$ cat src/rtl/qadd_pkg.sv
package qadd_pkg;

  localparam int OPC_W = 11;
  localparam int EXT_W = 6;

  // full-width minor codes, matched first
  localparam logic [OPC_W-1:0] OPC_ADD_MOD = 11'h100;
  localparam logic [OPC_W-1:0] OPC_ADD_CRY = 11'h140;
  localparam logic [OPC_W-1:0] OPC_SUB_MOD = 11'h500;
  localparam logic [OPC_W-1:0] OPC_SUB_CRY = 11'h540;

  // short codes, matched on the low bits only when no full code hits
  localparam logic [EXT_W-1:0] EXT_ADD_MOD = 6'h3C;
  localparam logic [EXT_W-1:0] EXT_ADD_CRY = 6'h3D;
  localparam logic [EXT_W-1:0] EXT_SUB_MOD = 6'h3E;
  localparam logic [EXT_W-1:0] EXT_SUB_CRY = 6'h3F;

  typedef struct packed {
    logic legal;       // opcode recognised
    logic sub;         // complement B
    logic carry_only;  // return carry instead of sum
    logic ext;         // carry-in comes from operand C
  } qop_t;

  function automatic qop_t qop_decode(input logic [OPC_W-1:0] op);
    qop_t d;
    d = '0;
    case (op)
      OPC_ADD_MOD: begin d.legal = 1'b1; end
      OPC_ADD_CRY: begin d.legal = 1'b1; d.carry_only = 1'b1; end
      OPC_SUB_MOD: begin d.legal = 1'b1; d.sub = 1'b1; end
      OPC_SUB_CRY: begin d.legal = 1'b1; d.sub = 1'b1; d.carry_only = 1'b1; end
      default: begin
        case (op[EXT_W-1:0])
          EXT_ADD_MOD: begin d.legal = 1'b1; d.ext = 1'b1; end
          EXT_ADD_CRY: begin d.legal = 1'b1; d.ext = 1'b1; d.carry_only = 1'b1; end
          EXT_SUB_MOD: begin d.legal = 1'b1; d.ext = 1'b1; d.sub = 1'b1; end
          EXT_SUB_CRY: begin
            d.legal = 1'b1; d.ext = 1'b1; d.sub = 1'b1; d.carry_only = 1'b1;
          end
          default: d = '0;
        endcase
      end
    endcase
    return d;
  endfunction

endpackage

$ cat src/rtl/qadd_decode.sv
module qadd_decode
  import qadd_pkg::*;
(
  input  logic [OPC_W-1:0] op_field,
  output qop_t             dec
);

  assign dec = qop_decode(op_field);

  always_comb begin
    // an unrecognised code must not steer the datapath
    if (!dec.legal)
      p_illegal_clear_r7: assert (!dec.sub && !dec.carry_only && !dec.ext);
    // a short-code hit never shadows a full-code match
    if (dec.ext)
      p_full_first_r6: assert (op_field != OPC_ADD_MOD && op_field != OPC_ADD_CRY &&
                               op_field != OPC_SUB_MOD && op_field != OPC_SUB_CRY);
  end

endmodule

$ cat src/rtl/qadd_slice.sv
module qadd_slice #(
  parameter int W = 32
) (
  input  logic [W-1:0] a,
  input  logic [W-1:0] b,
  input  logic         cin,
  output logic [W-1:0] sum,
  output logic         cout
);

  function automatic logic [W:0] slice_add(input logic [W-1:0] x,
                                            input logic [W-1:0] y,
                                            input logic         ci);
    return {1'b0, x} + {1'b0, y} + {{W{1'b0}}, ci};
  endfunction

  logic [W:0] wide;
  logic       wrapped_below_a;  // sum fell under a: the compare-style carry
  logic       wrapped_to_a;     // full wrap: addend all ones plus carry-in

  assign wide            = slice_add(a, b, cin);
  assign sum             = wide[W-1:0];
  assign cout            = wide[W];
  assign wrapped_below_a = (sum < a);
  assign wrapped_to_a    = (&b) && cin;

  always_comb begin
    // a compare-detected wrap always shows up as a carry
    if (wrapped_below_a)
      p_wrap_carry_r8: assert (cout);
    // the only carry the compare misses is the all-ones plus carry case
    if (cout && !wrapped_below_a)
      p_full_wrap_r8: assert (wrapped_to_a && sum == a);
  end

endmodule

$ cat src/rtl/qadd_chain.sv
module qadd_chain #(
  parameter int SLICE_W    = 32,
  parameter int NUM_SLICES = 4
) (
  input  logic [SLICE_W*NUM_SLICES-1:0] a,
  input  logic [SLICE_W*NUM_SLICES-1:0] b,
  input  logic                          cin,
  output logic [SLICE_W*NUM_SLICES-1:0] sum,
  output logic                          cout
);

  localparam int DATA_W = SLICE_W * NUM_SLICES;

  logic [NUM_SLICES:0] carry;

  assign carry[0] = cin;

  for (genvar i = 0; i < NUM_SLICES; i++) begin : g_slice
    qadd_slice #(.W(SLICE_W)) u_slice (
      .a   (a[i*SLICE_W +: SLICE_W]),
      .b   (b[i*SLICE_W +: SLICE_W]),
      .cin (carry[i]),
      .sum (sum[i*SLICE_W +: SLICE_W]),
      .cout(carry[i+1])
    );
  end

  assign cout = carry[NUM_SLICES];

  // the whole chain matches one wide addition
  always_comb begin
    p_chain_sum_r8: assert ({cout, sum} ==
                            ({1'b0, a} + {1'b0, b} + {{DATA_W{1'b0}}, cin}));
  end

endmodule

$ cat src/rtl/qadd_unit.sv
module qadd_unit
  import qadd_pkg::*;
#(
  parameter int SLICE_W    = 32,
  parameter int NUM_SLICES = 4
) (
  input  logic                          clk,
  input  logic                          rst_n,
  input  logic                          in_valid,
  input  logic [OPC_W-1:0]              in_op,
  input  logic [SLICE_W*NUM_SLICES-1:0] in_a,
  input  logic [SLICE_W*NUM_SLICES-1:0] in_b,
  input  logic [SLICE_W*NUM_SLICES-1:0] in_c,
  output logic                          out_valid,
  output logic [SLICE_W*NUM_SLICES-1:0] out_result,
  output logic                          out_illegal
);

  localparam int DATA_W = SLICE_W * NUM_SLICES;

  qop_t              dec;
  logic [DATA_W-1:0] addend_b;
  logic [DATA_W-1:0] chain_sum;
  logic              chain_cin;
  logic              chain_cout;
  logic [DATA_W-1:0] next_result;
  logic              carry_form_q;  // registered: last result was a carry form

  qadd_decode u_dec (
    .op_field(in_op),
    .dec     (dec)
  );

  assign addend_b  = dec.sub ? ~in_b : in_b;
  assign chain_cin = dec.ext ? in_c[0] : dec.sub;

  qadd_chain #(.SLICE_W(SLICE_W), .NUM_SLICES(NUM_SLICES)) u_chain (
    .a   (in_a),
    .b   (addend_b),
    .cin (chain_cin),
    .sum (chain_sum),
    .cout(chain_cout)
  );

  always_comb begin
    if (!dec.legal)          next_result = '0;
    else if (dec.carry_only) next_result = DATA_W'(chain_cout);
    else                     next_result = chain_sum;
  end

  always_ff @(posedge clk) begin
    if (!rst_n) begin
      out_valid    <= 1'b0;
      out_result   <= '0;
      out_illegal  <= 1'b0;
      carry_form_q <= 1'b0;
    end else begin
      out_valid <= in_valid;
      if (in_valid) begin
        out_result   <= next_result;
        out_illegal  <= !dec.legal;
        carry_form_q <= dec.legal && dec.carry_only;
      end
    end
  end

  // carry-in selection per form
  always_comb begin
    if (dec.legal && !dec.ext)
      p_plain_cin_r3: assert (chain_cin == dec.sub);
    if (dec.ext)
      p_ext_cin_r5: assert (chain_cin == in_c[0]);
  end

  p_valid_follow_r9: assert property (@(posedge clk) disable iff (!rst_n)
    in_valid |=> out_valid);

  p_valid_idle_r9: assert property (@(posedge clk) disable iff (!rst_n)
    !in_valid |=> !out_valid);

  p_hold_r9: assert property (@(posedge clk) disable iff (!rst_n)
    !in_valid |=> ($stable(out_result) && $stable(out_illegal)));

  p_illegal_zero_r7: assert property (@(posedge clk) disable iff (!rst_n)
    (out_valid && out_illegal) |-> (out_result == '0));

  p_carry_bit0_r2: assert property (@(posedge clk) disable iff (!rst_n)
    (out_valid && carry_form_q) |-> (out_result[DATA_W-1:1] == '0));

endmodule

$ cat config.mk
export PLATFORM = sky130hd
export DESIGN_NAME = qadd_unit
export DESIGN_NICKNAME = d
export VERILOG_FILES = /design/src/rtl/qadd_pkg.sv /design/src/rtl/qadd_decode.sv /design/src/rtl/qadd_slice.sv /design/src/rtl/qadd_chain.sv /design/src/rtl/qadd_unit.sv
export SDC_FILE = /design/constraint.sdc
export NUM_CORES = 1
export LEC_CHECK = 0
export BUFFER_PORTS_ARGS = -buffer_cell sky130_fd_sc_hd__buf_2
export CAP_MARGIN = 20
export CORE_AREA = 4 4 204 206
export CTS_CLUSTER_DIAMETER = 60
export DETAILED_ROUTE_END_ITERATION = 10
export DIE_AREA = 0 0 208 210
export PLACE_DENSITY = 0.58
export SLEW_MARGIN = 15
export SYNTH_ARGS = -nofsm -noshare
export SYNTH_HDL_FRONTEND = slang
export SYNTH_SLANG_ARGS = --single-unit
$ cat constraint.sdc
create_clock -name clk -period 24.1 [get_ports clk]
set_input_delay 1.205 -clock clk [delete_from_list [all_inputs] [get_ports clk]]
set_output_delay 1.205 -clock clk [all_outputs]
set_load 0.02 [all_outputs]
[Word level (Yosys, flattened, before mapping)]
Index checks and enable logic that the tools add are counted.
Word-level totals
  output and inout port bits: 130
  word-level logic and storage cells: 40
  input port bits: 398
  flip-flop bits (word level): 130
Cells by class
  equal/unequal tests: 8
  $add $sub $neg: 8
  multiplexer cells: 11
  reductions and logical operators: 9
  bitwise gates (word level): 1
Operators with widths (count)
  two-way mux 128 bit: 3
  adder 32 x 32 -> 33 bit: 4
  adder 33 x 1 -> 33 bit: 4
  NOT 128 bit: 1
  == test 6 bit, second input constant: 4
  == test 11 bit, second input constant: 2
  == test 11 x 9 -> 1 bit, second input constant: 2
  OR reduction 2 bit: 6
  OR reduction 4 bit: 2
  two-way mux 1 bit: 6
  case mux 1 bit (2 select lines): 2
  zero test 1 bit: 1

[Logic depth before layout (Yosys ltp)]
  depth after elaboration: 12
  depth in mapped cells: 51
  depth with buffers taken out: 49

[Hierarchy]
A second synthesis with hierarchy kept.
Unflattened totals
  cell total of the unflattened synthesis: 1433
  area total of the unflattened synthesis: 12326.8 um^2
By module, submodules not included
  qadd_unit: area each 5141.2 um^2, sequential area each 2602.5 um^2, cells each 438, times used 1
  qadd_slice (u_chain.g_slice[0].u_slice ...): area each 1854.3 um^2, sequential area each 0.0 um^2, cells each 259, times used 2
  qadd_slice (u_chain.g_slice[2].u_slice ...): area each 1691.6 um^2, sequential area each 0.0 um^2, cells each 233, times used 2
  qadd_decode: area each 93.8 um^2, sequential area each 0.0 um^2, cells each 11, times used 1

[Worst setup path after synthesis]
OpenSTA, ideal clock, no wires.
  path type: input-to-reg
  start point: input port in_op[4]
  end point: register out_result[123]
  stages: 50
  library setup time: 0.128 ns
  arrival time: 11.419 ns
  buffers on the path: 2
  data required time: 23.972 ns
  setup slack: 12.552 ns
  cells stage by stage: nor4b_1 > nand2_1 > nor2_1 > nand2_1 > nand2_1 > clkbuf_1 > buf_1 > xor2_1 > fa_1 > fa_1 > a211oi_1 > o21bai_1 > a22oi_2 > o21ai_1 > a2111oi_2 > o21ai_0 > a31oi_1 > nor2_1 > [14 not listed] > o21ai_0 > a21oi_1 > o21a_1 > a21oi_1 > o21ai_0 > nor3_1 > o31ai_1 > a21oi_1 > fa_1 > nor2b_1 > o31a_1 > o211a_1 > o21ai_0 > nor2_1 > a41oi_1 > o21ba_2 > xor2_1 > o21ai_0
Between the ends
  cells in the longest elaborated chain, start to end: 12
  elaborated cells between the ends (all ways): 35
  those cells by class: 8 x add/sub; 8 x eq/ne; 11 x mux; 8 x reduce/logical
RTL lines
  start, declared: RTL line qadd_unit.sv:10  | input logic [OPC_W-1:0] in_op,
  == test 6 bit: RTL line qadd_pkg.sv:34  | case (op[EXT_W-1:0])
  OR reduction 2 bit (no line)
  two-way mux 1 bit: RTL line qadd_pkg.sv:34
  case mux 1 bit (2 select lines): RTL line qadd_pkg.sv:28  | case (op)
  two-way mux 128 bit: RTL line qadd_unit.sv:34  | assign addend_b = dec.sub ? ~in_b : in_b;
  adder 32 x 32 -> 33 bit: RTL line qadd_slice.sv:14  | return {1'b0, x} + {1'b0, y} + {{W{1'b0}}, ci};
  adder 33 x 1 -> 33 bit (4 in series): RTL line qadd_slice.sv:14
  two-way mux 128 bit: RTL line qadd_unit.sv:47  | else if (dec.carry_only) next_result = DATA_W'(chain_cout);
  two-way mux 128 bit (*): RTL line qadd_unit.sv:46  | if (!dec.legal) next_result = '0;
  end signal, assigned: RTL line qadd_unit.sv:60  | out_result <= next_result;
  end, declared: RTL line qadd_unit.sv:15  | output logic [SLICE_W*NUM_SLICES-1:0] out_result,
Every way passes the cells marked *; elsewhere a longest branch is shown, timed or not.
A chain may end at the register's enable or synchronous reset.

[Worst setup path in the final report]
  start point: input port in_op[4]
  end point: register out_result[0]
Same word-level chain as after synthesis.

==> flow_metrics.tcl <==
set metrics [dict create \
    outcome "completed" \
    clk_pin_slew_worst_paths_ps 70 \
    relative_max_transition_margin 0.3375 \
    horizontal_die_dimension_um 208 \
    synth.area.top_cells "sky130_fd_sc_hd__dfxtp_1 22%, sky130_fd_sc_hd__ha_1 13%, sky130_fd_sc_hd__xor2_1 13%" \
    setup.worst_path.end_class "flop" \
    worst_slack_after_detailed_placement_ps 9473 \
    worst_path_dominant_cell_family "compound AO/OA/AOI/OAI gates" \
    synth.distinct_cells 67 \
    first_pass_detailed_route_iteration_total 5 \
    design.core.area_um2 39640 \
    start_util 0.2994 \
    postSynthCellCount 1515 \
    timing.hold.worst.start "out_result[24]" \
    yosys_most_used_dff "sky130_fd_sc_hd__dfxtp_1" \
    syn-cell-area_um2 11870 \
    grt_pass1_vias 12260 \
    total_leakage_power_nw 7.351 \
    route.detailed.vias_per_inst 5.158 \
    fp-row-count 73 \
    track_usage 0.1858 \
    detail_route.iter0.violations 703 \
    maxSlewViolCount 0 \
    finalCriticalPeriod_ps 14120 \
    die_height_um 210 \
    synth_top_area_share 0.2193 \
    maxCapViolations 0 \
    htreeDepth 4 \
    yosysTopAreaCell "sky130_fd_sc_hd__dfxtp_1" \
    hold-path-endpoint "out_result[24]" \
    first_pass_grt_wire_length_um 66190 \
    holdPathStages 2 \
    final-setup-viol-count 0 \
    critPathLaunchType "input pin" \
    io_pins 528 \
    synthesis.area_per_instance_um2 7.833 \
    ys_ff_latch 130 \
    dp_hpwl_um 33750 \
    synth_sequential_area_ratio 0.2193 \
    cp_data_arrival_time_ps 14430 \
    clock.fmax_ghz 0.07083 \
    clock_path_buffers 2 \
    slew_worst_pin_ps 993.7 \
    maximum_number_of_pins_on_one_net_before_global_route_repair 83 \
    dr_total_vias 12420 \
    antenna_cells 0 \
    timing.critical_path.buf_inv 1 \
    min_path_type "flop to flop" \
    insertion_delay_ps 440 \
    cp_max_fo 47 \
    wl_um 42670 \
    cts_tree "yes" \
    synth_enable_flop_cells 0 \
    clock_root_buffer "sky130_fd_sc_hd__clkbuf_16" \
    area_growth_syn_to_layout_pct 26.23 \
    layout_worst_path_cycle_share 0.5858 \
    remaining_drc_errors 0 \
    tritoncts.num_buffers 17 \
    criticalPathCategory "input pin to flop" \
    clk_skew_ps 0 \
    finish.net_count 2399 \
    regToRegStartpoint "out_result[0]" \
    worst-endpoint-required_ps 24410 \
    grt_setup_unrepaired "false" \
    final_antenna_net_count 0 \
    critPathMaxStageDelay_ps 620 \
    clock_sinks 130 \
    design.die.area_um2 43680 \
    r2r-end "out_result[0]" \
    final_hold_fails 0 \
    yosysMostFrequentCell "sky130_fd_sc_hd__xor2_1" \
    slowest_stage_cell_on_the_critical_path "sky130_fd_sc_hd__nand2_4" \
    grt.overflow.total 0 \
    synthArstFlopShare 0 \
    reg2reg_depth 4 \
    power_density_nw_per_um2 52.18 \
    synth.cells.most_frequent "177 x sky130_fd_sc_hd__xor2_1, 170 x sky130_fd_sc_hd__nand2_1, 134 x sky130_fd_sc_hd__a21oi_1, 130 x sky130_fd_sc_hd__dfxtp_1, 127 x sky130_fd_sc_hd__o21ai_0" \
    postSynthNetCount 2045 \
    peakVddDrop_mv 0.04228 \
    cts_post_setup_buffers_inserted 0 \
    drt-wirelength-per-cell_um 17.73 \
    cts_repair_resize_count 0 \
    antenna_found_initial 2 \
    port_buffers 400 \
    gp_routability_congestion 0.9348 \
    synth_warnings 0 \
    timing.critical_path.mode_cell "sky130_fd_sc_hd__fa_1" \
    finalWorstSetupSlack_ps 9982 \
    finalSetupTns_ps 0 \
    post_route_cells_drive_above_1_share 0.2450 \
    reg2reg_setup_slack_ps 22930 \
    post_cts_hold_buffer_count 0 \
]
layer usage:
| metal | GRT usage | wire, um | up-vias |
|---|---|---|---|
| met3 | 0.04376 | 2638 | 45 |
| li1 | - | - | 6151 |
| met2 | 0.3166 | 20380 | 427 |
| met4 | 0.04054 | 562 | 2 |
| met5 | 0 | 13 | - |
| met1 | 0.2413 | 19080 | 5791 |
cells in the final DEF, fill, tap and decap left out, drive strengths merged, types with 5 or more instances in the layout:
cell type and n:
xor2 177, a21oi 134, o211ai 14, inv 38, nand4 16, o21bai 12, nand3 22, nand2b 9
and2 6, a22o 6, nor4 6, or3 7, nor3 16, buf 409, a22oi 27, ha 124
a311oi 5, a31oi 17, xnor2 58, clkinv 5, o21ai 132, nor2 95, o21a 17, clkbuf 17
nand2 170, dfxtp 130, a211oi 11, and4 5, fa 8, nor2b 21, a41oi 5, a21o 74
and3 16, o31ai 7
sequential cells by signal, indices dropped and copies added (netlist names):
register / count
out_illegal: 1
out_result: 128
out_valid: 1
worst reg2reg max path, stage by stage (launching register included):
cell	delay, ps
sky130_fd_sc_hd__dfxtp_1	360
sky130_fd_sc_hd__a21oi_1	160
sky130_fd_sc_hd__nand2_1	60
sky130_fd_sc_hd__a311oi_1	380
sky130_fd_sc_hd__a211oi_1	80
logic make-up after synthesis:
| kind of cell | share of synthesized area |
|---|---|
| compound gates | 0.2745 |
| flops | 0.2193 |
| mux | 0.0008435 |
| fa+ha+maj | 0.1442 |
| xor+xnor | 0.1734 |
| simple gates | 0.1533 |
| buf+inv | 0.03437 |
worst max path at each step:
stage	startpoint	to	slack (ps)	cells after the start
floorplan	in_op[4]	out_result[123]	12550	50
global placement	in_op[4]	out_result[0]	9560	50
detailed placement	in_op[4]	out_result[0]	9470	50
CTS	in_op[4]	out_result[0]	9890	50
global route	in_op[4]	out_result[0]	8720	50
finish	in_op[4]	out_result[0]	9980	50
final cells by class:
class                           count  area, um2
Tap cell                          525      656.9
Inverter                           34      127.6
Fill cell                        4189      24660
Sequential cell                   130       2603
Multi-Input combinational cell   1277       8880
Clock buffer                       17      425.4
Clock inverter                     15      206.4
Timing Repair Buffer              409       2082
per-stage QoR:
| stage | instances | hold WS (ps) | util | power [mW] | cell area [um2] |
|---|---|---|---|---|---|
| after CTS | 2407 | 455.1 | 0.3779 | 0.7908 | 14980 |
| after detailed placement | 2375 | 438.5 | 0.3620 | 0.4954 | 14350 |
| after floorplan | 1515 | 523.4 | - | 0.4171 | 11870 |
| after global routing | 2407 | 474.7 | 0.3779 | 0.8287 | 14980 |
| final | 2407 | 448.1 | 0.3779 | 0.7816 | 14980 |
| after global placement | 2375 | 434.3 | 0.3620 | 0.4939 | 14350 |
power breakdown:
group | switching [mW] | internal, mW
clock | 0.114 | 0.175
sequential | 0.00124 | 0.217
combinational | 0.157 | 0.118
Power figures use the tool's default switching activity.
